`config.mk`:
```
export PLATFORM = sky130hd
export DESIGN_NAME = adc_frame_master
export DESIGN_NICKNAME = d
export VERILOG_FILES = /design/src/rtl/adc_frame_pkg.sv /design/src/rtl/afm_rst_sync.sv /design/src/rtl/afm_tick_gen.sv /design/src/rtl/afm_rx_capture.sv /design/src/rtl/adc_frame_master.sv
export SDC_FILE = /design/constraint.sdc
export NUM_CORES = 1
export LEC_CHECK = 0
export BUFFER_PORTS_ARGS = -buffer_cell sky130_fd_sc_hd__buf_4
export CAP_MARGIN = 20
export CORE_UTILIZATION = 50
export DETAILED_ROUTE_END_ITERATION = 10
export PLACE_DENSITY = 0.81
export REMOVE_ABC_BUFFERS = 1
export SETUP_SLACK_MARGIN = 0.2
export SYNTH_ARGS = -nofsm -noshare
export SYNTH_HDL_FRONTEND = slang
export SYNTH_SLANG_ARGS = --single-unit
```
`constraint.sdc`:
```
create_clock -name clk -period 2.6 [get_ports clk]
set_input_delay 0.13 -clock clk [delete_from_list [all_inputs] [get_ports clk]]
set_output_delay 0.13 -clock clk [all_outputs]
set_load 0.02 [all_outputs]
```
`src/rtl/adc_frame_pkg.sv`:
```
`timescale 1ns/1ps
package adc_frame_pkg;
  typedef enum logic [1:0] {
    ST_IDLE  = 2'd0,
    ST_SETUP = 2'd1,
    ST_SHIFT = 2'd2
  } afm_state_e;
endpackage

```
`src/rtl/afm_rst_sync.sv`:
```
`timescale 1ns/1ps
module afm_rst_sync (
  input  logic clk,
  input  logic rst_n,
  output logic rst_q_n
);
  logic [1:0] sync_q;

  always_ff @(posedge clk or negedge rst_n) begin
    if (!rst_n) sync_q <= 2'b00;
    else        sync_q <= {sync_q[0], 1'b1};
  end

  assign rst_q_n = sync_q[1];
endmodule

```
`src/rtl/afm_tick_gen.sv`:
```
`timescale 1ns/1ps
module afm_tick_gen #(
  parameter int DIV_N = 4
) (
  input  logic clk,
  input  logic rst_n,
  input  logic en_i,
  output logic tick_o
);
  localparam int CNT_W = (DIV_N > 1) ? $clog2(DIV_N) : 1;
  localparam logic [CNT_W-1:0] CNT_LAST = CNT_W'(DIV_N - 1);

  logic [CNT_W-1:0] cnt_q, cnt_d;

  assign tick_o = en_i && (cnt_q == CNT_LAST);

  always_comb begin
    cnt_d = cnt_q;
    if (!en_i)       cnt_d = '0;
    else if (tick_o) cnt_d = '0;
    else             cnt_d = cnt_q + 1'b1;
  end

  always_ff @(posedge clk or negedge rst_n) begin
    if (!rst_n) cnt_q <= '0;
    else        cnt_q <= cnt_d;
  end
endmodule

```
`src/rtl/afm_rx_capture.sv`:
```
`timescale 1ns/1ps
module afm_rx_capture #(
  parameter int RES_W = 12
) (
  input  logic             clk,
  input  logic             rst_n,
  input  logic             sample_en_i,
  input  logic             miso_i,
  output logic [RES_W-1:0] word_o
);
  logic [RES_W-1:0] shift_q, shift_d;

  always_comb begin
    shift_d = shift_q;
    if (sample_en_i) shift_d = {shift_q[RES_W-2:0], miso_i};
  end

  always_ff @(posedge clk or negedge rst_n) begin
    if (!rst_n) shift_q <= '0;
    else        shift_q <= shift_d;
  end

  assign word_o = shift_q;
endmodule

```
`src/rtl/adc_frame_master.sv`:
```
`timescale 1ns/1ps
module adc_frame_master #(
  parameter int DIV_N      = 4,
  parameter int RES_W      = 12,
  parameter int CH_W       = 3,
  parameter int LEAD_ZEROS = 5,
  parameter int FRAME_LEN  = 24
) (
  input  logic             clk,
  input  logic             rst_n,
  input  logic             start_i,
  input  logic             single_ended_i,
  input  logic [CH_W-1:0]  ch_i,
  input  logic             mode3_i,
  output logic             cs_n_o,
  output logic             sclk_o,
  output logic             mosi_o,
  input  logic             miso_i,
  output logic             busy_o,
  output logic             done_o,
  output logic [RES_W-1:0] result_o
);
  import adc_frame_pkg::*;

  localparam int IDX_W   = $clog2(FRAME_LEN);
  localparam int CMD_PAD = FRAME_LEN - LEAD_ZEROS - 2 - CH_W;
  localparam logic [IDX_W-1:0] LAST_BIT = IDX_W'(FRAME_LEN - 1);

  logic                 rst_q_n;
  afm_state_e           state_q, state_d;
  logic                 half_q, half_d;
  logic [IDX_W-1:0]     bit_q, bit_d;
  logic [FRAME_LEN-1:0] cmd_q, cmd_d;
  logic                 sclk_q, sclk_d;
  logic                 cs_n_q, cs_n_d;
  logic                 done_q, done_d;
  logic [RES_W-1:0]     result_q, result_d;
  logic                 tick;
  logic                 sample_en;
  logic [RES_W-1:0]     rx_word;
  logic [FRAME_LEN-1:0] cmd_word;

  assign cmd_word = {{LEAD_ZEROS{1'b0}}, 1'b1, single_ended_i, ch_i, {CMD_PAD{1'b0}}};

  afm_rst_sync u_rst_sync (
    .clk     (clk),
    .rst_n   (rst_n),
    .rst_q_n (rst_q_n)
  );

  afm_tick_gen #(.DIV_N(DIV_N)) u_tick_gen (
    .clk    (clk),
    .rst_n  (rst_q_n),
    .en_i   (state_q != ST_IDLE),
    .tick_o (tick)
  );

  assign sample_en = (state_q == ST_SHIFT) && tick && !half_q;

  afm_rx_capture #(.RES_W(RES_W)) u_rx_capture (
    .clk         (clk),
    .rst_n       (rst_q_n),
    .sample_en_i (sample_en),
    .miso_i      (miso_i),
    .word_o      (rx_word)
  );

  always_comb begin
    state_d  = state_q;
    half_d   = half_q;
    bit_d    = bit_q;
    cmd_d    = cmd_q;
    sclk_d   = sclk_q;
    cs_n_d   = cs_n_q;
    done_d   = 1'b0;
    result_d = result_q;
    unique case (state_q)
      ST_IDLE: begin
        sclk_d = mode3_i;
        cs_n_d = 1'b1;
        if (start_i) begin
          state_d = ST_SETUP;
          cs_n_d  = 1'b0;
          cmd_d   = cmd_word;
          bit_d   = '0;
          half_d  = 1'b0;
        end
      end
      ST_SETUP: begin
        if (tick) begin
          state_d = ST_SHIFT;
          half_d  = 1'b0;
          sclk_d  = 1'b0;
        end
      end
      ST_SHIFT: begin
        if (tick) begin
          if (!half_q) begin
            half_d = 1'b1;
            sclk_d = 1'b1;
          end else if (bit_q == LAST_BIT) begin
            state_d  = ST_IDLE;
            cs_n_d   = 1'b1;
            sclk_d   = mode3_i;
            cmd_d    = '0;
            done_d   = 1'b1;
            result_d = rx_word;
          end else begin
            bit_d  = bit_q + 1'b1;
            half_d = 1'b0;
            sclk_d = 1'b0;
            cmd_d  = {cmd_q[FRAME_LEN-2:0], 1'b0};
          end
        end
      end
      default: state_d = ST_IDLE;
    endcase
  end

  always_ff @(posedge clk or negedge rst_q_n) begin
    if (!rst_q_n) begin
      state_q  <= ST_IDLE;
      half_q   <= 1'b0;
      bit_q    <= '0;
      cmd_q    <= '0;
      sclk_q   <= 1'b0;
      cs_n_q   <= 1'b1;
      done_q   <= 1'b0;
      result_q <= '0;
    end else begin
      state_q  <= state_d;
      half_q   <= half_d;
      bit_q    <= bit_d;
      cmd_q    <= cmd_d;
      sclk_q   <= sclk_d;
      cs_n_q   <= cs_n_d;
      done_q   <= done_d;
      result_q <= result_d;
    end
  end

  assign cs_n_o   = cs_n_q;
  assign sclk_o   = sclk_q;
  assign mosi_o   = cmd_q[FRAME_LEN-1];
  assign busy_o   = (state_q != ST_IDLE);
  assign done_o   = done_q;
  assign result_o = result_q;
endmodule

```
After elaboration in Yosys (flattened, before gate mapping)
Cells that the tools add are included.
{"block": "totals", "out_inout_bits": 17, "regBits": 63, "inputBits": 9}
{"block": "classes", "reduce_logical": 15, "n_eq_ne": 10, "addsub": 2, "n_mux": 36}
{"cell": "two-way mux 24 bit", "n": 4}
{"cell": "case mux 24 bit (2 select lines)", "n": 1}
{"cell": "two-way mux 5 bit", "n": 4}
{"cell": "AND reduction 4 bit", "n": 4}
{"cell": "two-way mux 1 bit", "n": 15}
{"cell": "two-way mux 2 bit", "n": 7}
{"cell": "!= test 2 bit, second input constant", "n": 5}
{"cell": "case mux 5 bit (2 select lines)", "n": 1}
{"cell": "AND reduction 5 bit", "n": 2}
{"cell": "case mux 1 bit (3 select lines)", "n": 2}
{"cell": "case mux 2 bit (3 select lines)", "n": 1}
{"cell": "adder 5 x 1 -> 5 bit, second input constant", "n": 1}
{"cell": "equality test 5 bit, second input constant", "n": 1}
{"cell": "equality test 2 bit, second input constant", "n": 2}
{"cell": "nonzero test 2 bit", "n": 2}
{"cell": "logical AND 1 bit", "n": 3}
{"cell": "AND reduction 3 bit", "n": 1}
{"cell": "nonzero test 3 bit", "n": 1}
{"cell": "adder 2 x 1 -> 2 bit, second input constant", "n": 1}
{"cell": "equality test 2 x 1 -> 1 bit, second input constant", "n": 1}
{"cell": "zero test 2 bit", "n": 1}
{"cell": "!= test 2 x 1 -> 1 bit, second input constant", "n": 1}
{"cell": "case mux 1 bit (2 select lines)", "n": 1}
{"cell": "zero test 1 bit", "n": 1}

Longest topological paths before layout
{"block": "depth", "word_depth": 5, "mapped_depth": 7}

By module
From an unflattened synthesis, not the netlist that was laid out.
{"block": "hier_totals", "cells_unflattened": 156, "hier_area_um2": 2189.6}
{"mod": "adc_frame_master", "cells_each": 122, "area_each_um2": 1562.7, "n_inst": 1}
{"mod": "afm_rx_capture", "cells_each": 25, "area_each_um2": 484.2, "n_inst": 1}
{"mod": "afm_tick_gen", "cells_each": 6, "area_each_um2": 88.8, "n_inst": 1}
{"mod": "afm_rst_sync", "cells_each": 3, "area_each_um2": 53.8, "n_inst": 1}

Worst setup path after synthesis
No wires, ideal clock.
{"block": "synth_path", "kind": "register to register", "from": "register state_q[0]", "to": "register u_rx_capture.shift_q[0], in the netlist u_rx_capture.word_o[0]", "setup_time_ps": 125, "path_buffers": 1, "path_slack_ps": 849, "arrival_ps": 1626, "period_less_slack_ps": 1751, "stages_incl_launch_ff": 7, "path_cell_list": "dfrtp_1 -> inv_1 -> ha_1 -> or2b_4 -> nor3_4 -> buf_6 -> mux2_4"}
{"block": "synth_via", "elab_chain_len": 4}
{"item": "from (decl)", "line": "adc_frame_master.sv:30", "text": "afm_state_e state_q, state_d;"}
{"item": "from (signal assigned)", "line": "adc_frame_master.sv:131", "text": "state_q <= state_d;"}
{"item": "nonzero test 2 bit", "line": "adc_frame_master.sv:54", "text": ".en_i (state_q != ST_IDLE),"}
{"item": "logical AND 1 bit", "line": "afm_tick_gen.sv:15", "text": "assign tick_o = en_i && (cnt_q == CNT_LAST);"}
{"item": "logical AND 1 bit * (2 in series)", "line": "adc_frame_master.sv:58", "text": "assign sample_en = (state_q == ST_SHIFT) && tick && !half_q;"}
{"item": "to (signal assigned)", "line": "afm_rx_capture.sv:20", "text": "else shift_q <= shift_d;"}
{"item": "to (decl)", "line": "afm_rx_capture.sv:11", "text": "logic [RES_W-1:0] shift_q, shift_d;"}
Mark *: on every way between the ends. The rest lies on a longest branch, timed or not.
A chain may end at the register's enable or synchronous reset.

Worst setup path in the final report
{"block": "layout_path", "from": "register state_q[0]", "to": "register result_q[11], in the netlist result_o[11]"}
{"block": "layout_via", "elab_chain_len": 3}
{"item": "nonzero test 2 bit", "line": "adc_frame_master.sv:54"}
{"item": "logical AND 1 bit", "line": "afm_tick_gen.sv:15"}
{"item": "AND reduction 4 bit (no source line) *"}
{"item": "to (signal assigned)", "line": "adc_frame_master.sv:138", "text": "result_q <= result_d;"}
{"item": "to (decl)", "line": "adc_frame_master.sv:37", "text": "logic [RES_W-1:0] result_q, result_d;"}
Marks and branches as above.

==> reports/qor.yml <==
synthesis:
  synth_top_area_share_pct: 55.6
  synth_cells: 167
  yosysUniqueCellTypes: 35
  synth_area_leaders: "dfrtp_1 (56%), mux2_4 (6.9%), mux2_1 (6.2%)"
  avgSynthCellArea_um2: 12.9
  synth_edf_count: 0
  yosysTopAreaCell: "dfrtp_1"
  synth_async_sr_flop_share_pct: 100
  netlist_area_um2: 2160
  ys_warn_count: 0
  synth-seq-cells: 49
  ys_seq_area_share_pct: 56.8
  yosysMostFrequentCell: "dfrtp_1"
  synthFlopType: "dfrtp_1"
  ys_top_cells_by_count: "dfrtp_1 (48), mux2_1 (12), a21oi_1 (11), nand2_1 (11), mux2_4 (10)"
timing:
  rsz0062_at_grt: "no"
  finalSetupTns_ns: 0
  finalWorstPathRequiredPeriod_ns: 1.96
  drv_slew: 0
  tightest_slew_ns: 0.515
  fin_crit_sh_pct: 75.4
  setup_ws_ns: 0.639
  final_hold_viol_count: 0
  relSlewSlack_pct: 65.7
  setup_viol: 0
  fin_skew_ns: 0.00460
  max_freq_ghz: 0.510
setup_path:
  start_kind: "flop"
  cp_cell_sequence: "inv_1, ha_1, nand4b_2, nor2_4, mux2_2"
  startpoint: "state_q[0]"
  r2r_start: "state_q[0]"
  worstSetupPathType: "flop to flop"
  crit_arrival_ns: 2.16
  crit_required_ns: 2.79
  end_kind: "flop"
  crit_buf_inv: 1
  path_delay_family: "simple AND/OR/NAND/NOR gates"
  slowest_stage: "dfrtp_1"
  slowest_delay_ns: 0.40
  worstPathMaxFanout: 13
routing:
  vias_per_cell: 5.43
  drc_errors: 0
  vias: 1358
  firstDrtPassIters: 4
  wirelength_um: 3510
  ant_nets: 0
  post_drt_wl_per_cell_um: 14.0
  drt_iter0_drc: 87
floorplanning:
  die_y_um: 67.8
  dieArea_um2: 4590
  row_count: 23
  core_um2: 4090
  io_pins: 26
  die_w_um: 67.8
  initial_utilization_pct: 52.9
global_route:
  grt_max_degree: 48
  antenna_found_initial: 0
  grt_overflow_total: 0
  grt_pass1_vias: 1331
  grt_usage_pct: 17.8
  grt_pass1_wl_um: 6000
finish:
  area_growth_pct: 17.5
  final_core_util_pct: 62.2
  finalNetCount: 215
  stdcell_count: 250
  antennaDiodeCount: 0
  drive_above_1_share_pct: 30.0
power:
  power.total_mw: 2.09
  peakVddDrop_v: 0.000494
  powerDensity_nw_per_um2: 823
  leakage_nw: 1.30
placed_design:
  portBuffers: 25
  place_inst: 240
  pre_cts_slack_ns: 0.645
  place.detailed.hpwl_um: 2350
  gp_congestion: 0.789
worst_hold_path:
  hp-class: "input port to flop"
  hp-start: "miso_i"
clock_tree:
  cts_setup_buffers: 0
  root_buffer: "clkbuf_8"
  clockBufferDepth: 2
  clk_pin_slew_ns: 0.09
  htree_levels: 2
  cts_sinks: 49
  clock_latency_ns: 0.30
  cts_made_buffers: 5
  tritoncts: "built"
outcome:
  status: "finished, final reports clean"
run:
  maxCapViolCount: 0
## final cells by class
class                   instances  area (um^2)
clock inverters                 3         43.8
well taps                      50         62.6
repair buffers                 29          240
multi-input cells             108          875
fillers                       324         1550
inverters                       6         22.5
flip-flops and latches         49         1230
clock buffers                   5         68.8
## power by group
part           internal, mW  switching, mW
clock                 0.288          0.259
sequential            0.875         0.0823
combinational         0.260          0.325
## cells by family after synthesis
group / count (synthesis) / synth area share [%]
flops: 49 / 56.8
compound gates: 36 / 10.1
simple gates: 37 / 10.4
mux: 27 / 15.7
fa+ha+maj: 7 / 4.05
other cells: 1 / 0.173
buf+inv: 10 / 2.78
## metrics by stage
stage               hold WS (ns)  cell area [um^2]
global placement         -0.0864              2390
global route              0.0501              2540
finish                    0.0592              2540
detailed placement       -0.0859              2390
floorplan                 -0.166              2120
CTS                       0.0493              2510
## final timing paths
path / depth (start not counted) / to / slack [ns]
max: 5 / result_o[11] / 0.64
min: 2 / u_rx_capture.word_o[0] / 0.06
max reg2reg: 5 / result_o[11] / 0.64
min reg2reg: 0 / cmd_q[22] / 0.25
max in group asynchronous: 1 / cs_n_o / 1.78
min in group asynchronous: 2 / u_rst_sync.sync_q[1] / 0.13
## layer usage
metal | wire, um | vias to the layer above | GRT usage, % | part of all wire (%)
li1 | - | 657 | - | -
met4 | 33 | 0 | 5.32 | 0.94
met3 | 166 | 5 | 5.57 | 4.7
met2 | 1620 | 33 | 27.4 | 46
met1 | 1690 | 663 | 23.9 | 48
met5 | 0 | - | 0 | 0
## timing repair
item,4_1_cts,5_1_grt
endpoints found under the hold margin,2,0
resized for setup,0,0
hold buffers,1,0
## placed cells by master (no fill, tap or decap), types with 3 or more instances in the layout
cell,Yosys,layout
dfrtp_1,48,47
buf_4,0,27
mux2_1,12,12
a21oi_1,11,11
nand2_1,11,11
mux2_4,10,10
o21ai_0,7,7
ha_1,7,7
nor2_1,6,6
a22o_1,6,6
inv_1,5,5
o21ai_1,5,5
clkbuf_8,0,5
mux2_2,4,4
nor3_1,3,3
nor2b_1,3,3
nand3_1,3,3
and3_1,3,3
## state kept, by name, indices dropped and copies added (netlist names), 2 cells and up
signal,flops
result_o,12
u_rx_capture.word_o,12
cmd_q,10
bit_q,5
state_q,2
u_rst_sync.sync_q,2
u_tick_gen.cnt_q,2
No activity file was read; power rests on OpenSTA's default activity.
